[src/rtl/qenc_pkg.sv]
package qenc_pkg;

  localparam int N_CMP  = 2;
  localparam int ADDR_W = 2;

  localparam logic [ADDR_W-1:0] ADR_CMP0 = 2'd0;
  localparam logic [ADDR_W-1:0] ADR_CMP1 = 2'd1;
  localparam logic [ADDR_W-1:0] ADR_CTRL = 2'd2;
  localparam logic [ADDR_W-1:0] ADR_POS  = 2'd3;

  // control word layout, msb first: reload, clear-enables, park bits
  typedef struct packed {
    logic                 reload_en;
    logic [N_CMP-1:0]     clr_en;
    logic [N_CMP-1:0]     park;
  } ctrl_t;

  localparam int CTRL_W = $bits(ctrl_t);

endpackage

[src/rtl/qenc_regs.sv]
module qenc_regs
  import qenc_pkg::*;
#(
  parameter int CNT_W = 16
) (
  input  logic                  clk,
  input  logic                  rst,
  input  logic                  wr_en,
  input  logic [ADDR_W-1:0]     wr_addr,
  input  logic [CNT_W-1:0]      wr_data,
  output logic [CNT_W-1:0]      cmp_val [N_CMP],
  output ctrl_t                 ctrl,
  output logic                  pos_wr,
  output logic [CNT_W-1:0]      pos_wr_val
);

  // compare value storage, one register per channel at address = index
  for (genvar g = 0; g < N_CMP; g++) begin : g_cmp
    logic [CNT_W-1:0] val_q;
    always_ff @(posedge clk) begin
      if (rst) begin
        val_q <= '0;
      end else if (wr_en && (wr_addr == ADDR_W'(g))) begin
        val_q <= wr_data;
      end
    end
    assign cmp_val[g] = val_q;
  end

  ctrl_t ctrl_q;

  always_ff @(posedge clk) begin
    if (rst) begin
      ctrl_q <= '0;
    end else if (wr_en && (wr_addr == ADR_CTRL)) begin
      ctrl_q <= ctrl_t'(wr_data[CTRL_W-1:0]);
    end
  end

  assign ctrl       = ctrl_q;
  assign pos_wr     = wr_en && (wr_addr == ADR_POS);
  assign pos_wr_val = wr_data;

  AST_CTRL_WRITE: assert property (@(posedge clk) disable iff (rst)
    (wr_en && wr_addr == ADR_CTRL) |=> (ctrl == $past(wr_data[CTRL_W-1:0])));

endmodule

[src/rtl/qenc_match.sv]
module qenc_match #(
  parameter int CNT_W = 16
) (
  input  logic             clk,
  input  logic             rst,
  input  logic [CNT_W-1:0] cnt_q,
  input  logic [CNT_W-1:0] cnt_nxt,
  input  logic             step,
  input  logic [CNT_W-1:0] cmp_val,
  input  logic             park,
  input  logic             clr_en,
  output logic             clr_arm,
  output logic             irq
);

  logic hit_now;
  logic irq_q;

  // the counter already sits on the compare value: the next up step clears
  assign hit_now = (cnt_q == cmp_val);
  assign clr_arm = ~park & clr_en & hit_now;

  always_ff @(posedge clk) begin
    if (rst) begin
      irq_q <= 1'b0;
    end else begin
      irq_q <= step & ~park & (cnt_nxt == cmp_val);
    end
  end

  assign irq = irq_q;

  AST_MATCH_VALUE: assert property (@(posedge clk) disable iff (rst)
    irq |-> (cnt_q == $past(cmp_val)));
  AST_MATCH_PARKED: assert property (@(posedge clk) disable iff (rst)
    irq |-> !$past(park));

endmodule

[src/rtl/qenc_core.sv]
module qenc_core #(
  parameter int CNT_W = 16
) (
  input  logic             clk,
  input  logic             rst,
  input  logic             run,
  input  logic             cnt_up,
  input  logic             cnt_dn,
  input  logic [1:0]       flag_clr,
  input  logic             reload_en,
  input  logic [CNT_W-1:0] reload_val,
  input  logic             clr_any,
  input  logic             pos_wr,
  input  logic [CNT_W-1:0] pos_wr_val,
  output logic [CNT_W-1:0] cnt_q,
  output logic [CNT_W-1:0] cnt_nxt,
  output logic             step,
  output logic             dir_up,
  output logic             uf_flag,
  output logic             ov_flag,
  output logic             irq_uf
);

  localparam logic [CNT_W-1:0] CNT_MAX  = '1;
  localparam logic [CNT_W-1:0] CNT_ZERO = '0;

  logic step_up, step_dn;
  logic uf_hit, ov_hit;

  assign step    = run & (cnt_up ^ cnt_dn) & ~pos_wr;
  assign step_up = step & cnt_up;
  assign step_dn = step & cnt_dn;
  assign uf_hit  = step_dn & (cnt_q == CNT_ZERO);
  assign ov_hit  = step_up & ~clr_any & (cnt_q == CNT_MAX);

  always_comb begin
    cnt_nxt = cnt_q;
    if (pos_wr) begin
      cnt_nxt = pos_wr_val;
    end else if (step_up) begin
      cnt_nxt = clr_any ? CNT_ZERO : cnt_q + 1'b1;
    end else if (step_dn) begin
      if (uf_hit) begin
        cnt_nxt = reload_en ? reload_val : CNT_MAX;
      end else begin
        cnt_nxt = cnt_q - 1'b1;
      end
    end
  end

  always_ff @(posedge clk) begin
    if (rst) begin
      cnt_q   <= '0;
      dir_up  <= 1'b1;
      uf_flag <= 1'b0;
      ov_flag <= 1'b0;
      irq_uf  <= 1'b0;
    end else begin
      cnt_q   <= cnt_nxt;
      if (step) begin
        dir_up <= step_up;
      end
      uf_flag <= (uf_flag & ~flag_clr[0]) | uf_hit;
      ov_flag <= (ov_flag & ~flag_clr[1]) | ov_hit;
      irq_uf  <= uf_hit;
    end
  end

  AST_IDLE_HOLD: assert property (@(posedge clk) disable iff (rst)
    ((!run || (cnt_up == cnt_dn)) && !pos_wr) |=> ($stable(cnt_q) && $stable(dir_up)));
  AST_CLEAR_ZERO: assert property (@(posedge clk) disable iff (rst)
    (run && cnt_up && !cnt_dn && !pos_wr && clr_any) |=> (cnt_q == CNT_ZERO));
  AST_UF_RELOAD: assert property (@(posedge clk) disable iff (rst)
    (run && cnt_dn && !cnt_up && !pos_wr && cnt_q == CNT_ZERO && reload_en)
      |=> (cnt_q == $past(reload_val)));
  AST_UF_STICKY: assert property (@(posedge clk) disable iff (rst)
    irq_uf |-> uf_flag);
  AST_OV_WRAP: assert property (@(posedge clk) disable iff (rst)
    (run && cnt_up && !cnt_dn && !pos_wr && !clr_any && cnt_q == CNT_MAX)
      |=> (ov_flag && cnt_q == CNT_ZERO));
  AST_FLAG_HOLD: assert property (@(posedge clk) disable iff (rst)
    (uf_flag && !flag_clr[0]) |=> uf_flag);

endmodule

[src/rtl/qenc_pos_counter.sv]
module qenc_pos_counter
  import qenc_pkg::*;
#(
  parameter int CNT_W = 16
) (
  input  logic             clk,
  input  logic             rst,
  input  logic             run,
  input  logic             cnt_up,
  input  logic             cnt_dn,
  input  logic [1:0]       flag_clr,
  input  logic             wr_en,
  input  logic [1:0]       wr_addr,
  input  logic [CNT_W-1:0] wr_data,
  output logic [CNT_W-1:0] position,
  output logic             dir_up,
  output logic             uf_flag,
  output logic             ov_flag,
  output logic             irq_match0,
  output logic             irq_match1,
  output logic             irq_underflow
);

  logic [CNT_W-1:0] cmp_val [N_CMP];
  ctrl_t            ctrl;
  logic             pos_wr;
  logic [CNT_W-1:0] pos_wr_val;
  logic [CNT_W-1:0] cnt_q;
  logic [CNT_W-1:0] cnt_nxt;
  logic             step;
  logic [N_CMP-1:0] clr_arm;
  logic [N_CMP-1:0] irq_cmp;

  qenc_regs #(.CNT_W(CNT_W)) u_regs (
    .clk        (clk),
    .rst        (rst),
    .wr_en      (wr_en),
    .wr_addr    (wr_addr),
    .wr_data    (wr_data),
    .cmp_val    (cmp_val),
    .ctrl       (ctrl),
    .pos_wr     (pos_wr),
    .pos_wr_val (pos_wr_val)
  );

  for (genvar g = 0; g < N_CMP; g++) begin : g_ch
    qenc_match #(.CNT_W(CNT_W)) u_match (
      .clk     (clk),
      .rst     (rst),
      .cnt_q   (cnt_q),
      .cnt_nxt (cnt_nxt),
      .step    (step),
      .cmp_val (cmp_val[g]),
      .park    (ctrl.park[g]),
      .clr_en  (ctrl.clr_en[g]),
      .clr_arm (clr_arm[g]),
      .irq     (irq_cmp[g])
    );
  end

  qenc_core #(.CNT_W(CNT_W)) u_core (
    .clk        (clk),
    .rst        (rst),
    .run        (run),
    .cnt_up     (cnt_up),
    .cnt_dn     (cnt_dn),
    .flag_clr   (flag_clr),
    .reload_en  (ctrl.reload_en),
    .reload_val (cmp_val[0]),
    .clr_any    (|clr_arm),
    .pos_wr     (pos_wr),
    .pos_wr_val (pos_wr_val),
    .cnt_q      (cnt_q),
    .cnt_nxt    (cnt_nxt),
    .step       (step),
    .dir_up     (dir_up),
    .uf_flag    (uf_flag),
    .ov_flag    (ov_flag),
    .irq_uf     (irq_underflow)
  );

  assign position   = cnt_q;
  assign irq_match0 = irq_cmp[0];
  assign irq_match1 = irq_cmp[1];

  AST_PRESET_QUIET: assert property (@(posedge clk) disable iff (rst)
    pos_wr |=> (!irq_match0 && !irq_match1 && !irq_underflow && position == $past(wr_data)));
  AST_MOD_RANGE: assert property (@(posedge clk) disable iff (rst)
    (ctrl.reload_en && ctrl.clr_en[0] && !ctrl.park[0] && !pos_wr && !wr_en
      && position <= cmp_val[0]) |=> (position <= cmp_val[0]));

endmodule

[config.mk]
export PLATFORM = sky130hd
export DESIGN_NAME = qenc_pos_counter
export DESIGN_NICKNAME = d
export VERILOG_FILES = /design/src/rtl/qenc_pkg.sv /design/src/rtl/qenc_regs.sv /design/src/rtl/qenc_match.sv /design/src/rtl/qenc_core.sv /design/src/rtl/qenc_pos_counter.sv
export SDC_FILE = /design/constraint.sdc
export NUM_CORES = 1
export LEC_CHECK = 0
export ABC_AREA = 1
export ABC_CLOCK_PERIOD_IN_PS = 2300
export BUFFER_PORTS_ARGS = -buffer_cell sky130_fd_sc_hd__buf_4
export CORE_ASPECT_RATIO = 0.8
export CORE_UTILIZATION = 55
export CTS_CLUSTER_DIAMETER = 60
export DETAILED_ROUTE_END_ITERATION = 6
export PLACE_DENSITY_LB_ADDON = 0.12
export SYNTH_ARGS = -nofsm -noshare
export SYNTH_HDL_FRONTEND = slang
export SYNTH_SLANG_ARGS = --single-unit
[constraint.sdc]
create_clock -name clk -period 2.3 [get_ports clk]
set_input_delay 0.575 -clock clk [delete_from_list [all_inputs] [get_ports clk]]
set_output_delay 0.575 -clock clk [all_outputs]
set_load 0.01 [all_outputs]
==> results of run 1 <==
## flip-flops by register name, indices dropped and copies added, names as in the netlist
signal              flops
u_core.irq_uf           1
u_core.cnt_q           16
g_ch.u_match.irq        2
u_regs.ctrl             5
u_regs.g_cmp.val_q     32
u_core.dir_up           1
u_core.ov_flag          1
u_core.uf_flag          1
## synth_stat cells (all sizes together)
cell	count	area, sq um
nand2	209	817
nor2	101	473
inv	86	325
nand3	85	468
o21ai	65	325
a21oi	61	309
dfxtp	59	1180
xor2	19	166
buf	16	155
clkbuf	16	70.1
or2	12	75.1
nand4	11	83.8
nor3	10	65.1
nand3b	4	30.0
ha	3	37.5
xnor2	3	26.3
clkinv	2	7.51
a31oi	1	6.26
and2	1	6.26
nor3b	1	7.51
## cell usage in the layout (no fill, tap or decap), drive strengths merged
master,synthesis,layout
nand2,209,210
clkinvlp,0,1
nand3b,4,4
clkinv,2,3
dfxtp,59,59
nor3,10,10
a31oi,1,1
clkbuf,16,12
bufinv,0,1
buf,16,162
nand4,11,11
ha,3,3
nor3b,1,1
o21ai,65,65
or2,12,12
and2,1,1
inv,86,86
xnor2,3,3
a21oi,61,61
nand3,85,85
xor2,19,19
nor2,101,102
## layer usage
metal  track usage (%)  vias to the layer above
met5                 0                        -
met4              12.7                        0
met3              11.2                       60
met2              61.5                      473
met1              59.8                     2736
li1                  -                     2748
## critical path: stages (launching register included)
cell and delay, ps:
dfxtp_4 380, buf_4 160, nor2_4 110, nand2_2 80
nor2_4 170, nand2_4 110, buf_4 180, nand3_1 120
nand3_1 90, nand2_1 70, inv_1 40, nand2_1 80
nand2_1 130, nand2_1 130, nand2_1 70, nor2_1 120
nand3_1 90, nor2_1 110
## timing repair
item                       4_1_cts  5_1_grt
pin swaps                        0       20
gates resized for setup          8       71
setup buffers                    0       11
setup endpoints to repair        2        3
cloned                           0        2
## power groups by stage
| stage | combinational, mW | clock [mW] | sequential (mW) |
|---|---|---|---|
| 3_5_place_dp | 1.41 | 0 | 1.20 |
| 4_1_cts | 1.43 | 1.04 | 1.18 |
| 3_3_place_gp | 1.40 | 0 | 1.19 |
| 5_1_grt | 1.73 | 1.09 | 1.19 |
| 2_1_floorplan | 0.871 | 0 | 1.17 |
| 6_report | 1.61 | 1.04 | 1.19 |
## metrics by stage
step           setup TNS, ps  instances  cell area [sq um]  utilization (%)
2_1_floorplan              0        765               4640                -
3_3_place_gp            -239        992               5700             70.8
3_5_place_dp            -251        992               5700             70.8
4_1_cts                    0       1007               5930             73.6
5_1_grt                 -181       1020               6230             77.4
6_report                   0       1020               6230             77.4
## kinds of logic (layout without fill, tap and decap cells)
logic type / Yosys count / after routing
DFF: 59 / 59
and+or+nand+nor: 434 / 436
AOI/OAI and AO/OA: 127 / 127
buffers and inverters: 120 / 265
xor gates and xnor gates: 22 / 22
adders and majority gates: 3 / 3
## area by class of cell
| class | count | area, sq um | share of cell area [%] |
|---|---|---|---|
| Clock buffer | 12 | 165 | 2.65 |
| Tap cell | 108 | 135 | 2.17 |
| Sequential cell | 59 | 1220 | 19.6 |
| Inverter | 88 | 335 | 5.38 |
| Timing Repair Buffer | 162 | 1250 | 20.1 |
| Clock inverter | 3 | 46.3 | 0.743 |
| Multi-Input combinational cell | 588 | 3070 | 49.3 |
## worst paths after layout
| kind | to | startpoint | slack, ps | cells after the start |
|---|---|---|---|---|
| setup / recovery | g_ch[0].u_match.irq$_SDFF_PP0_ | u_core.cnt_q[2]$_SDFF_PP0_ | 10 | 17 |
| hold / removal | u_core.uf_flag$_SDFF_PP0_ | u_core.uf_flag$_SDFF_PP0_ | 460 | 2 |
| setup reg to reg | g_ch[0].u_match.irq$_SDFF_PP0_ | u_core.cnt_q[2]$_SDFF_PP0_ | 10 | 17 |
| hold reg to reg | u_core.uf_flag$_SDFF_PP0_ | u_core.uf_flag$_SDFF_PP0_ | 460 | 2 |
==> impl_metrics.yaml, run 1 <==
synthesis:
  post_synth_num_cell_types: 37
  yosysWarnings: 0
  synth_area_sq_mm: 0.00464
  synth_compound_area_share_pct: 13.8
  syn-mean-instance-area_sq_um: 6.06
  yosys.area_share.simple_pct: 43.7
  fraction_of_the_mapped_netlist_area_in_adder_cells_pct: 0.810
  ys_seq_elements: 59
  multiplexer_share_of_the_synthesized_area_pct: 0
  synthesis.instances: 765
  synth_top_family_by_area: "simple AND/OR/NAND/NOR gates"
  synth_xor_area_share_pct: 4.16
  synth_fp_nets: 794
  synth.yosys.seq_area_share_pct: 25.5
floorplan:
  dieHeight_um: 84.1
  io_pins: 48
  fp.coreArea_sq_mm: 0.00806
  floorplan.die_area_sq_mm: 0.00880
  floorplan.die.width_um: 105
  rows: 29
  initial_utilization_pct: 57.5
power_and_ir_drop:
  ir_worst_vdd_v: 0.000495
  relative_contribution_of_combinational_cells_to_total_power_pct: 42.0
  power_switching_mw: 1.53
  p_int_mw: 2.32
  power-per-cell-area_mw_per_mm2: 617
  leakage_power_total_nw: 2.98
  swShare_pct: 39.7
  fin_total_pwr_mw: 3.84
  seq_power_share_pct: 30.9
  clock_power_share_pct: 27.1
placement:
  place_ws_ps: -155
  io_buffer_count: 47
  place.gp.congestion: 1.02
  detailed_place_hpwl_mm: 14.3
timing:
  report.final.slew_viol_count: 0
  report.final.setup_viol: 0
  min_period_ps: 2290
  rsz0062_at_grt: "yes"
  final-hold-violation-count: 0
  clock-skew-final_ps: 11.9
  timing.fmax_mhz: 437
  slew_headroom_pct: 54.5
  timing.hold.ws_ps: 465
  final.setup.worst_slack_ps: 9.58
  min_period_over_period_pct: 99.6
  worst_slew_pin_slew_ps: 681
hold_path:
  path_type_of_the_worst_min_delay_path: "reg -> reg"
cells_and_area:
  synthToLayoutAreaGrowth_pct: 34.4
  drive_gt1_share_pct: 31.9
  diodes: 0
  finish.net_count: 937
  fillCellCount: 639
grt:
  grt.total_usage_pct: 41.9
  grt_pass1_vias: 5319
  grt_antenna_before_repair: 0
  largest_net_degree_at_the_start_of_global_routing: 39
  grt.overflow.total: 0
  grt_first_pass_wirelength_mm: 28.2
setup_path:
  worst-path-max-fanout: 7
  critPathRequiredTime_ps: 2580
  cp-end-kind: "flop"
  timing.critical_path.arrival_ps: 2570
  critical_path_class: "reg -> reg"
  timing.critical_path.from_type: "flop"
routing:
  vias: 6017
  topRoutingLayerUsed: "met4"
  detailed_route_wire_length_on_metal_1_mm: 7.82
  postRouteAntennaNets: 0
  drt_first_pass_iters: 7
  wl_met2_mm: 7.73
  vias_per_cell: 5.90
  route.detailed.wl_per_inst_um: 18.6
  detailed_routed_wire_length_on_met3_mm: 2.86
  initial_drc_count: 758
  remaining_drc_errors: 11
  routed_wl_mm: 19.0
outcome:
  status: "complete, but fails checks"
  failing_checks: "design-rule violations"
cts:
  cts-root-buf: "clkbuf_8"
  clock_input_transition_at_the_sequential_cells_of_the_worst_setup_and_hold_paths_ps: 70
  tritoncts: "yes"
  clock_latency_ps: 340
  clkSinkCount: 59
  cts_max_level: 3
  holdBufCountCts: 0
  cts-root-to-sink-buffers: 2
  cts_inserted_buffers: 9
flow_run:
  cap_viol_max_count: 0
(Power assumes the default switching activity.)
==> inputs of run 2 (changes only) <==
--- a/config.mk
+++ b/config.mk
@@ -8,8 +8,10 @@
 export ABC_AREA = 1
 export ABC_CLOCK_PERIOD_IN_PS = 2300
 export BUFFER_PORTS_ARGS = -buffer_cell sky130_fd_sc_hd__buf_4
+export CELL_PAD_IN_SITES_DETAIL_PLACEMENT = 2
+export CELL_PAD_IN_SITES_GLOBAL_PLACEMENT = 2
 export CORE_ASPECT_RATIO = 0.8
-export CORE_UTILIZATION = 55
+export CORE_UTILIZATION = 32
 export CTS_CLUSTER_DIAMETER = 60
 export DETAILED_ROUTE_END_ITERATION = 6
 export PLACE_DENSITY_LB_ADDON = 0.12
==> run 2 against run 1 <==
Against the previous run:
- the run now fails in clock tree synthesis
- area after synthesis unchanged
- synthesized cell count unchanged
==> impl_metrics.yaml, run 2 <==
placement:
  place.gp.congestion: 0.930
  io_buffer_count: 47
  detailed_place_hpwl_mm: 20.4
floorplan:
  floorplan.die.width_um: 137
  initial_utilization_pct: 33.5
  dieHeight_um: 110
  rows: 38
  io_pins: 48
synthesis:
  ys_seq_elements: 59
  synth_area_sq_mm: 0.00464
  syn-mean-instance-area_sq_um: 6.06
  synth_fp_nets: 794
  synthesis.instances: 765
  netlist.area_leader.share_pct: 25.5
  synth.yosys.seq_area_share_pct: 25.5
  netlist_top_cells_area: "dfxtp_1 25%, nand2_1 16%, nand3_1 8.7%"
  most_common_cell_in_the_netlist: "nand2_1"
  synth-edff-count: 0
  post_synth_num_cell_types: 37
  ys_top_cells_by_count: "198 x nand2_1, 85 x nor2_1, 81 x nand3_1, 80 x inv_1, 61 x o21ai_0"
  cell_type_with_the_largest_total_area_after_synthesis: "dfxtp_1"
  yosysWarnings: 0
  most_used_flip_flop_cell_after_synthesis: "dfxtp_1"
  synth-async-reset-ratio_pct: 0
cts:
  post_cts_buffers: 30
  cts_resized: 201
  cts-root-to-sink-buffers: 2
  cts_inserted_buffers: 9
  cts-root-buf: "clkbuf_16"
  holdBufCountCts: 0
  clkSinkCount: 59
  cts_max_level: 3
outcome:
  status: "aborted with a tool error"
  firstError: "[ERROR DPL-0033] detailed placement checks failed during check placement."
  failing_step: "clock tree synthesis"
run 2: cell counts after synthesis:
Identical to the previous run, type by type.
run 2: per-stage QoR:
stage          hold slack (ps)  instance area, sq um  utilization (%)  instances  setup slack [ps]
2_1_floorplan              467                  4640                -        765               268
3_3_place_gp               455                  5960             43.1       1081              -284
3_5_place_dp               464                  5960             43.1       1081              -450
run 2: cells by family after synthesis:
family / synth area share [%]
AOI/OAI and AO/OA: 13.8
xor gates and xnor gates: 4.16
adders and majority gates: 0.810
buffers and inverters: 12.0
DFF: 25.5
and+or+nand+nor: 43.7
==> inputs of run 3 (changes only) <==
--- a/config.mk
+++ b/config.mk
@@ -8,13 +8,9 @@
 export ABC_AREA = 1
 export ABC_CLOCK_PERIOD_IN_PS = 2300
 export BUFFER_PORTS_ARGS = -buffer_cell sky130_fd_sc_hd__buf_4
-export CELL_PAD_IN_SITES_DETAIL_PLACEMENT = 2
-export CELL_PAD_IN_SITES_GLOBAL_PLACEMENT = 2
-export CORE_ASPECT_RATIO = 0.8
-export CORE_UTILIZATION = 32
-export CTS_CLUSTER_DIAMETER = 60
+export CORE_UTILIZATION = 40
 export DETAILED_ROUTE_END_ITERATION = 6
-export PLACE_DENSITY_LB_ADDON = 0.12
+export PLACE_DENSITY_LB_ADDON = 0.15
 export SYNTH_ARGS = -nofsm -noshare
 export SYNTH_HDL_FRONTEND = slang
 export SYNTH_SLANG_ARGS = --single-unit
==> run 3 against run 2 <==
Against the previous run:
- the flow now finishes, with violations (negative setup slack)
==> impl_metrics.yaml, run 3 (synthesis results as in run 1) <==
power_and_ir_drop:
  power_switching_mw: 1.54
  power-per-cell-area_mw_per_mm2: 672
  p_int_mw: 2.74
  leakage_power_total_nw: 3.04
  ir_worst_vdd_v: 0.000458
  swShare_pct: 36.0
  seq_power_share_pct: 27.5
  fin_total_pwr_mw: 4.28
  clock_power_share_pct: 34.9
  relative_contribution_of_combinational_cells_to_total_power_pct: 37.6
cts:
  holdBufCountCts: 0
  cts_max_level: 3
  cts_inserted_buffers: 9
  cts-root-buf: "clkbuf_16"
  tritoncts: "yes"
  cts-root-to-sink-buffers: 2
  clock_latency_ps: 340
  clkSinkCount: 59
  clock_input_transition_at_the_sequential_cells_of_the_worst_setup_and_hold_paths_ps: 50
timing:
  report.final.setup_viol: 1
  rsz0062_at_grt: "yes"
  timing.fmax_mhz: 434
  worst_slew_pin_slew_ps: 693
  min_period_over_period_pct: 100
  min_period_ps: 2300
  final.setup.tns_ps: -4.06
  slew_headroom_pct: 53.8
  timing.hold.ws_ps: 463
  final-hold-violation-count: 0
  report.final.slew_viol_count: 0
  final.setup.worst_slack_ps: -4.06
  clock-skew-final_ps: 9.63
placement:
  post_dp_cell_area_sq_mm: 0.00576
  detailed_place_hpwl_mm: 13.9
  place_ws_ps: -157
  io_buffer_count: 47
  place.gp.congestion: 0.943
routing:
  vias_per_cell: 5.25
  route.detailed.wl_per_inst_um: 17.0
  postRouteAntennaNets: 0
  initial_drc_count: 403
  vias: 5516
  routed_wl_mm: 17.9
  remaining_drc_errors: 0
  drt_first_pass_iters: 5
setup_path:
  timing.critical_path.from_type: "flop"
  worst-path-max-fanout: 8
  worstPathCellList: "buf_6 > nor2_4 > nand2_2 > nor2_4 > buf_6 > nand3_4 > nor2_8 > nand2_1 > a21oi_2 > nand2_2 > nand2_2 > nand2_1 > nand2_1 > inv_1 > nand2_1 > nor2_2 > nand3_1 > nor2_1"
  timing.critical_path.arrival_ps: 2540
  critical_path_class: "reg -> reg"
  critical_path_buf_inv_count: 3
  cp-end-kind: "flop"
  cp_top_family: "simple AND/OR/NAND/NOR gates"
  cpPeakStageDelay_ps: 380
  critical_path.slowest_cell: "dfxtp_4"
  critical_path.most_common_cell: "nand2_1"
  critPathRequiredTime_ps: 2530
cells_and_area:
  finish.net_count: 935
  synthToLayoutAreaGrowth_pct: 37.2
  layout.cells.most_common: "nand2_1"
  largest_register_ffs: 32
  top_register: "u_regs.g_cmp.val_q"
  diodes: 0
  post-route-cell-area_sq_mm: 0.00636
  final_cell_mix: "178 x nand2_1, 155 x buf_4, 79 x nor2_1, 78 x inv_1, 75 x nand3_1"
  drive_gt1_share_pct: 31.1
floorplan:
  io_pins: 48
  floorplan.die.width_um: 110
  initial_utilization_pct: 41.8
  floorplan.die_area_sq_mm: 0.0120
  dieHeight_um: 110
  fp.coreArea_sq_mm: 0.0111
  rows: 38
grt:
  largest_net_degree_at_the_start_of_global_routing: 39
  grt_first_pass_wirelength_mm: 27.4
  grt_antenna_before_repair: 0
  grt.overflow.total: 0
  grt.total_usage_pct: 31.1
  grt_pass1_vias: 5050
outcome:
  failing_checks: "negative setup slack"
  status: "complete, but fails checks"
flow_run:
  cap_viol_max_count: 0
hold_path:
  path_type_of_the_worst_min_delay_path: "reg -> reg"
## run 3: worst reg2reg max path: cells and delay by family (launching register included)
family	cells	cell delay [ps]
buffers and inverters	3	300
AOI/OAI and AO/OA	1	140
and+or+nand+nor	14	1380
DFF	1	380
## run 3: worst paths after layout
kind | start | endpoint | slack, ps | cells after the start
worst max-delay path | u_core.cnt_q[3]$_SDFF_PP0_ | g_ch[0].u_match.irq$_SDFF_PP0_ | -4 | 18
worst min-delay path | u_core.uf_flag$_SDFF_PP0_ | u_core.uf_flag$_SDFF_PP0_ | 460 | 2
worst min register to register | u_core.uf_flag$_SDFF_PP0_ | u_core.uf_flag$_SDFF_PP0_ | 460 | 2
worst max register to register | u_core.cnt_q[3]$_SDFF_PP0_ | g_ch[0].u_match.irq$_SDFF_PP0_ | -4 | 18
## run 3: area by class of cell
| type | count | area, sq um |
|---|---|---|
| flip-flops and latches | 59 | 1200 |
| well taps | 140 | 175 |
| clock buffers | 11 | 243 |
| repair buffers | 161 | 1260 |
| multi-input cells | 587 | 3070 |
| inverters | 88 | 335 |
| fillers | 1147 | 4720 |
| clock inverters | 4 | 75.1 |
## run 3: routing by layer
layer  wire (um)  track usage [%]  vias up  part of all wire [%]
li1            -                -     2739                     -
met1        8190             43.6     2498                    46
met2        8000             49.2      248                    45
met3        1330             4.09       31                   7.4
met4         346             10.0        0                   1.9
met5           0                0        -                     0
## run 3: per-stage QoR
stage	util (%)	instances
finish	57.4	1050
global route	57.4	1050
CTS	55.4	1042
detailed placement	52.0	1025
global placement	52.0	1025
floorplan	-	765
## run 3: power groups by stage
| stage | Clock, mW | Combinational (mW) | Sequential, mW |
|---|---|---|---|
| final | 1.49 | 1.61 | 1.18 |
| after global routing | 1.54 | 1.76 | 1.18 |
| after CTS | 1.50 | 1.48 | 1.17 |
| after detailed placement | 0 | 1.46 | 1.19 |
| after global placement | 0 | 1.46 | 1.19 |
| after floorplan | 0 | 0.871 | 1.17 |
## run 3: repair_timing
action                                  4_1_cts  5_1_grt
pin swaps                                     8       38
gates cloned                                  1        0
endpoints found under the setup margin        2        3
resized for setup                            18       49
buffers inserted                              1        8
